===== config.mk =====
export PLATFORM = sky130hd
export DESIGN_NAME = modclk_starter
export DESIGN_NICKNAME = d
export VERILOG_FILES = /design/src/rtl/modclk_pkg.sv /design/src/rtl/modclk_seq.sv /design/src/rtl/modclk_div.sv /design/src/rtl/modclk_evcnt.sv /design/src/rtl/modclk_starter.sv
export SDC_FILE = /design/constraint.sdc
export NUM_CORES = 1
export LEC_CHECK = 0
export ABC_AREA = 1
export ABC_CLOCK_PERIOD_IN_PS = 3500
export BUFFER_PORTS_ARGS = -buffer_cell sky130_fd_sc_hd__buf_2
export CORE_MARGIN = 2
export CORE_UTILIZATION = 38
export CTS_BUF_LIST = sky130_fd_sc_hd__clkbuf_4 sky130_fd_sc_hd__clkbuf_8
export CTS_CLUSTER_SIZE = 8
export DETAILED_ROUTE_END_ITERATION = 8
export PLACE_DENSITY_LB_ADDON = 0.2
export SLEW_MARGIN = 20
export SYNTH_ARGS = -nofsm -noshare
export SYNTH_HDL_FRONTEND = slang
export SYNTH_SLANG_ARGS = --single-unit

===== constraint.sdc =====
create_clock -name clk -period 3.5 [get_ports clk]
set_clock_uncertainty 0.05 [all_clocks]
set_input_delay 0.7 -clock clk [delete_from_list [all_inputs] [get_ports clk]]
set_output_delay 0.7 -clock clk [all_outputs]
set_load 0.02 [all_outputs]

===== src/rtl/modclk_pkg.sv =====
package modclk_pkg;
  typedef enum logic [1:0] {
    ST_IDLE  = 2'd0,
    ST_ARMED = 2'd1,
    ST_DELAY = 2'd2,
    ST_RUN   = 2'd3
  } mc_state_t;
endpackage


===== src/rtl/modclk_seq.sv =====
module modclk_seq
  import modclk_pkg::*;
#(
  parameter int DLY_W = 16
) (
  input  logic             clk,
  input  logic             rst,
  input  logic             arm,
  input  logic             pwm_sync,
  input  logic [DLY_W-1:0] start_dly,
  output logic             start_now,
  output logic             run_next,
  output logic             running
);
  mc_state_t        state, nxt;
  logic             sync_q;
  logic             sync_evt;
  logic [DLY_W-1:0] dly_cnt;

  assign sync_evt = pwm_sync & ~sync_q;

  always_comb begin
    nxt       = state;
    start_now = 1'b0;
    case (state)
      ST_IDLE:  if (arm) nxt = ST_ARMED;
      ST_ARMED: if (sync_evt) begin
        if (start_dly == '0) begin
          nxt       = ST_RUN;
          start_now = 1'b1;
        end else begin
          nxt = ST_DELAY;
        end
      end
      ST_DELAY: if (dly_cnt == DLY_W'(1)) begin
        nxt       = ST_RUN;
        start_now = 1'b1;
      end
      default: nxt = state;
    endcase
    if (!arm) begin
      nxt       = ST_IDLE;
      start_now = 1'b0;
    end
  end

  assign run_next = (nxt == ST_RUN);
  assign running  = (state == ST_RUN);

  always_ff @(posedge clk) begin
    if (rst) begin
      state   <= ST_IDLE;
      sync_q  <= 1'b0;
      dly_cnt <= '0;
    end else begin
      state  <= nxt;
      sync_q <= pwm_sync;
      if (state == ST_ARMED && sync_evt)
        dly_cnt <= start_dly;
      else if (state == ST_DELAY)
        dly_cnt <= dly_cnt - DLY_W'(1);
    end
  end
endmodule


===== src/rtl/modclk_div.sv =====
module modclk_div #(
  parameter int DIV_W = 8
) (
  input  logic             clk,
  input  logic             rst,
  input  logic [DIV_W-1:0] mdiv,
  input  logic             start,
  input  logic             run_next,
  output logic             mod_clk,
  output logic             mod_clk_en,
  output logic             rise_nxt
);
  localparam logic [DIV_W-1:0] MIN_DIV = DIV_W'(2);

  logic [DIV_W-1:0] eff, half, ph, nph;

  assign eff      = (mdiv < MIN_DIV) ? MIN_DIV : mdiv;
  assign half     = eff >> 1;
  assign nph      = (ph == eff - DIV_W'(1)) ? '0 : ph + DIV_W'(1);
  assign rise_nxt = run_next & (start | (nph == '0));

  always_ff @(posedge clk) begin
    if (rst || !run_next) begin
      ph         <= '0;
      mod_clk    <= 1'b0;
      mod_clk_en <= 1'b0;
    end else if (start) begin
      ph         <= '0;
      mod_clk    <= 1'b1;
      mod_clk_en <= 1'b1;
    end else begin
      ph         <= nph;
      mod_clk    <= (nph < half);
      mod_clk_en <= (nph == '0);
    end
  end
endmodule


===== src/rtl/modclk_evcnt.sv =====
module modclk_evcnt #(
  parameter int W = 8
) (
  input  logic         clk,
  input  logic         rst,
  input  logic         clr,
  input  logic         tick,
  input  logic [W-1:0] limit,
  output logic         pulse,
  output logic         wrap_nxt
);
  logic [W-1:0] cnt;

  assign wrap_nxt = ~clr & tick & (cnt == limit);

  always_ff @(posedge clk) begin
    if (rst || clr) begin
      cnt   <= '0;
      pulse <= 1'b0;
    end else begin
      pulse <= wrap_nxt;
      if (tick) cnt <= (cnt == limit) ? '0 : cnt + W'(1);
    end
  end
endmodule


===== src/rtl/modclk_starter.sv =====
module modclk_starter #(
  parameter int DIV_W = 8,
  parameter int DEC_W = 8,
  parameter int CNT_W = 8,
  parameter int DLY_W = 16
) (
  input  logic             clk,
  input  logic             rst,
  input  logic             arm,
  input  logic             pwm_sync,
  input  logic [DIV_W-1:0] mdiv,
  input  logic [DEC_W-1:0] dec_ratio,
  input  logic [CNT_W-1:0] pcnt,
  input  logic [DLY_W-1:0] start_dly,
  output logic             mod_clk,
  output logic             mod_clk_en,
  output logic             dec_strobe,
  output logic             data_irq,
  output logic             running
);
  logic             start_now, run_next, rise_nxt;
  logic             dec_wrap, irq_wrap_unused;
  logic [DEC_W-1:0] dec_eff, dec_lim;

  assign dec_eff = (dec_ratio == '0) ? DEC_W'(1) : dec_ratio;
  assign dec_lim = dec_eff - DEC_W'(1);

  modclk_seq #(.DLY_W(DLY_W)) u_seq (
    .clk(clk), .rst(rst), .arm(arm), .pwm_sync(pwm_sync),
    .start_dly(start_dly), .start_now(start_now),
    .run_next(run_next), .running(running)
  );

  modclk_div #(.DIV_W(DIV_W)) u_div (
    .clk(clk), .rst(rst), .mdiv(mdiv), .start(start_now),
    .run_next(run_next), .mod_clk(mod_clk),
    .mod_clk_en(mod_clk_en), .rise_nxt(rise_nxt)
  );

  modclk_evcnt #(.W(DEC_W)) u_dec (
    .clk(clk), .rst(rst), .clr(~run_next), .tick(rise_nxt),
    .limit(dec_lim), .pulse(dec_strobe), .wrap_nxt(dec_wrap)
  );

  modclk_evcnt #(.W(CNT_W)) u_irq (
    .clk(clk), .rst(rst), .clr(~run_next), .tick(dec_wrap),
    .limit(pcnt), .pulse(data_irq), .wrap_nxt(irq_wrap_unused)
  );
endmodule


### Word-level counts from Yosys, hierarchy flattened

Cells that the tools add are included.

| word-level totals | value |
|---|---|
| bits in registers | 47 |

| cells by class | value |
|---|---|
| $add $sub $neg | 6 |
| equal/unequal tests | 8 |
| reductions and logical operators | 10 |
| order comparisons | 2 |
| bitwise operators | 9 |
| muxes and demuxes | 19 |

Operators by type and width:

| cell | count |
|---|---|
| $mux W8 | 5 |
| $mux W16 | 2 |
| $add A8 B1 Y8 const B | 3 |
| $eq A8 B8 Y1 | 3 |
| $eq A16 B1 Y1 const B | 1 |
| $logic_not A16 Y1 | 1 |
| $logic_not A8 Y1 | 2 |
| $sub A16 B1 Y16 const B | 1 |
| $sub A8 B1 Y8 const B | 2 |
| $lt A8 B2 Y1 const B | 1 |
| $lt A8 B7 Y1 | 1 |
| $mux W1 | 7 |
| $and A1 B1 Y1 | 6 |
| $eq A2 B2 Y1 const B | 3 |
| $mux W2 | 3 |
| $pmux W2 S3 | 1 |
| $eq A2 B1 Y1 const B | 1 |
| $logic_not A2 Y1 | 1 |
| $logic_or A1 B1 Y1 | 2 |
| $not A1 Y1 | 2 |
| $pmux W1 S2 | 1 |
| $reduce_bool A2 Y1 | 1 |
| $reduce_or A2 Y1 | 1 |
| $logic_and A1 B1 Y1 | 1 |
| 2 further kinds | 2 |

### Depth between registers and ports, before layout

| logic depth | value |
|---|---|
| word-level depth | 12 |
| gate-level depth with buffers | 27 |

### Modules after synthesis

From an unflattened synthesis, not the netlist that was laid out.

| unflattened totals | value |
|---|---|
| cell total of the unflattened synthesis | 589 |
| area, all modules | 3738.6 µm² |

Modules (own cells, without submodules):

| module | sequential area each (µm²) | times used | area an instance (µm²) | cells each |
|---|---|---|---|---|
| modclk_seq | 380.4 | 1 | 1520.2 | 237 |
| modclk_evcnt | 180.2 | 2 | 524.3 | 81 |
| modclk_div | 200.2 | 1 | 970.9 | 155 |
| modclk_starter | 0.0 | 1 | 198.9 | 35 |

### Least setup slack after synthesis

OpenSTA, ideal clock, no wires.

| timing path | value |
|---|---|
| path type | input to register |
| from | input mdiv[4] |
| to | register u_div.mod_clk |
| slack | 0.553 ns |
| stages | 19 |
| data arrival time | 2.764 ns |
| required time | 3.318 ns |
| cell sequence | nor2_1 > nand2_2 > nor2_2 > nor2_4 > ha_1 > xor2_1 > nand3_1 > nor2_2 > nand3_1 > nor2_2 > nand3_2 > inv_1 > nor2_1 > ha_1 > a21oi_1 > o21ai_0 > inv_1 > nand2_1 > a21oi_1 |

| between the ends | value |
|---|---|
| cells in the longest elaborated chain, start to end | 7 |

Ends and longest elaborated chain:

| item | RTL line | source |
|---|---|---|
| from (decl) | modclk_starter.sv:11 | `input logic [DIV_W-1:0] mdiv,` |
| $lt A8 B2 Y1 | modclk_div.sv:17 | `assign eff = (mdiv < MIN_DIV) ? MIN_DIV : mdiv;` |
| $mux W8 (*) | modclk_div.sv:17 |  |
| $sub A8 B1 Y8 (*) | modclk_div.sv:19 | `assign nph = (ph == eff - DIV_W'(1)) ? '0 : ph + DIV_W'(1);` |
| $eq A8 B8 Y1 (*) | modclk_div.sv:19 |  |
| $mux W8 (*) | modclk_div.sv:19 |  |
| via u_div.nph[5] | modclk_div.sv:15 | `logic [DIV_W-1:0] eff, half, ph, nph;` |
| $lt A8 B7 Y1 (*) | modclk_div.sv:33 | `mod_clk <= (nph < half);` |
| $mux W1 (*) | modclk_div.sv:27 | `end else if (start) begin` |
| to (signal assigned) | modclk_div.sv:33 |  |
| to (decl) | modclk_div.sv:9 | `output logic mod_clk,` |

The timed path passes the listed nets; every way through them passes the cells marked *.
A chain may end at the register's enable or synchronous reset.

### Worst setup path in the final report

| timing path | value |
|---|---|
| from | input mdiv[5] |
| to | register u_div.mod_clk |

The elaborated chain is that of the path after synthesis.

==> summary.txt <==
Floorplan
  – Row cnt: 35
  – IO Pins: 49
  – Chip Height: 101 um
  – Core area: 9240 um2
  – Die Area: 10300 um2
  – Die width: 101 um
  – Initial Util: 0.390

Detailed routing
  – Routed vias/inst: 4.83
  – # DRC: 0
  – Initial DRC count: 81
  – First-pass iteration count of the detailed router: 4
  – WL final: 8.45 mm
  – DR vias: 3533
  – Routed len/inst: 11.6 um
  – Post-route ant nets: 0

Timing
  – Fin crit share: 0.869
  – Fin crit period: 3.04 ns
  – Setup violators final: 0
  – Fin. Hold Viols: 0
  – Max Slew Vio Count: 0
  – TNS Setup: 0 ns
  – Slew @ Worst Pin: 0.467 ns
  – Min Hold Slack: 0.443 ns
  – Worst setup margin: 0.459 ns
  – Worst slew margin: 0.686
  – Max frequency: 0.329 GHz
  – RSZ-0062 raised after global routing: false

Setup path
  – Crit. End Element: register
  – Setup CP Type: in2reg
  – WP data arrival: 3.24 ns
  – Worst-path fanout max: 5
  – Startpoint type of the worst setup path: primary input
  – CP required: 3.70 ns

Clock tree
  – Resized Gates After CTS: 0
  – H-tree depth: 2
  – Worst-path clk slew: 0.10 ns
  – CTS tree: yes
  – # clock sinks: 47
  – Hold-fix buffers, CTS: 0
  – Clk root buf: clkbuf_8
  – CTS Buffer Depth: 2
  – Post-CTS Setup Inserts: 0
  – Number of CTS-inserted buffers: 5
  – Clk Latency, worst-skew pair: 0.31 ns

Power
  – Lkg Pwr: 1.87 nW
  – Overall Power: 1.12 mW
  – Peak VDD IR: 0.182 mV
  – Cell Pwr Density: 273 nW/um2

Global route
  – Remaining global-route overflow: 0
  – Largest net degree at the start of global routing: 18
  – First-pass GRT wire length: 15.0 mm
  – Vias in the first global route: 3360
  – Initial antenna violation count: 0
  – Gr usage total: 0.175

Place
  – PortBufs: 48
  – Pre-CTS WS: 0.168 ns
  – Detail Placement HPWL: 6.70 mm
  – Routability cong.: 0.883
  – Placed inst area: 3990 um2

Final layout
  – # diodes: 0
  – Proportion of layout cells with a drive suffix above 1: 0.156
  – Post-route cell area: 4090 um2
  – Final net count: 663
  – Most frequent cells in the layout: nand2_1, inv_1, nor2_1
  – Most common cell after layout, fill and taps aside: nand2_1
  – P&R area growth vs syn: 13.3%

Logic synthesis
  – Synth Cell Area: 3610 um2
  – EDFF count, synth: 0
  – Syn_area_per_cell: 6.56 um2
  – Synth top area share: 0.261
  – Synthesized flop and latch total: 47
  – Leading area contributor after synthesis: dfxtp_1
  – Post-Syn Instances: 550
  – Top_reg_cell synth: dfxtp_1
  – Top post-synthesis cells by area: dfxtp_1, nand2_1, inv_1
  – FFs w/ async S/R, synth: 0
  – Ys Warns: 0
  – Mapped Nets: 612
  – Register area share after synthesis: 0.261
  – Post-synthesis cell type count: 43

Min path
  – Hold Crit Class: reg2reg

Run
  – Max-Cap Viols: 0

Outcome
  – Status: completed
[registers in the layout, summed over array words and instances (netlist names)]
name	cells
u_dec.pulse	1
u_div.mod_clk	1
u_seq.dly_cnt	16
u_div.mod_clk_en	1
u_div.ph	8
u_irq.pulse	1
u_seq.sync_q	1
u_dec.cnt	8
u_seq.state	2
u_irq.cnt	8
[worst max-delay path: stages]
cell and delay (ns):
buf_2 0.13, nor2_1 0.19, nand2_2 0.08, nor2_2 0.14, nor2_4 0.06, ha_1 0.24
inv_1 0.08, nand2_1 0.06, nand3_1 0.08, nand3_1 0.09, nor2_2 0.13, nand3_1 0.10
nor2_2 0.10, nand3_2 0.10, inv_1 0.13, nor2_1 0.07, ha_1 0.30, a21oi_1 0.14
o21ai_0 0.11, inv_1 0.06, nand2_1 0.05, a21oi_1 0.10
[kinds of logic (layout without fill, tap and decap cells)]
family                   after synthesis  after routing  synth area share
flip-flops                            47             47             0.261
adder cells (fa/ha/maj)               18             18            0.0624
buffers and inverters                 84            136            0.0940
XOR/XNOR                              39             39            0.0947
AO/OA/AOI/OAI                         59             59            0.0982
AND/OR/NAND/NOR                      303            303             0.390
[path summary, 6_finish.rpt]
check / startpoint / to / slack [ns] / cells past startpoint
worst min register to register: u_irq.cnt[4]$_SDFFE_PP0P_ / u_irq.cnt[4]$_SDFFE_PP0P_ / 0.44 / 2
worst max register to register: u_seq.state[0]$_SDFF_PP0_ / u_div.ph[5]$_SDFF_PP0_ / 0.98 / 12
worst min-delay path: u_irq.cnt[4]$_SDFFE_PP0P_ / u_irq.cnt[4]$_SDFFE_PP0P_ / 0.44 / 2
worst max-delay path: mdiv[5] / u_div.mod_clk$_SDFF_PP0_ / 0.46 / 22
[per-stage QoR]
| step | cells | util |
|---|---|---|
| after floorplan | 550 | - |
| after global placement | 723 | 0.432 |
| after detailed placement | 723 | 0.432 |
| after CTS | 731 | 0.442 |
| after global routing | 731 | 0.442 |
| final | 731 | 0.442 |
[power by group]
part           internal, mW  total (mW)  switching, mW
sequential            0.544       0.554        0.00924
combinational        0.0857       0.219          0.134
clock                 0.143       0.345          0.201
[Yosys cell counts (5+ instances only)]
master / instances
inv_1: 66
nand2_1: 141
xor2_1: 27
a21oi_1: 25
nor4_1: 5
nor3_1: 10
nor2_2: 6
o21ai_0: 9
inv_2: 6
a31oi_1: 11
nor2_1: 62
clkbuf_1: 6
ha_1: 18
xnor2_1: 12
nand3_1: 34
dfxtp_1: 47
nand4_1: 19
[area by class of cell]
| class | instances | area [um2] |
|---|---|---|
| fill | 999 | 5150 |
| inverter | 74 | 278 |
| timing repair buffer | 54 | 285 |
| multi-input combinational | 419 | 2330 |
| sequential | 47 | 941 |
| clock buffer | 5 | 68.8 |
| tap | 129 | 161 |
| clock inverter | 3 | 25.0 |
[routing by layer]
layer,vias to the layer above,wire [um],track usage
li1,1884,-,-
met1,1567,4140,0.234
met2,75,3890,0.301
met3,7,338,0.0255
met4,0,74,0.0385
met5,-,0,0
Power figures use the tool's default switching activity.
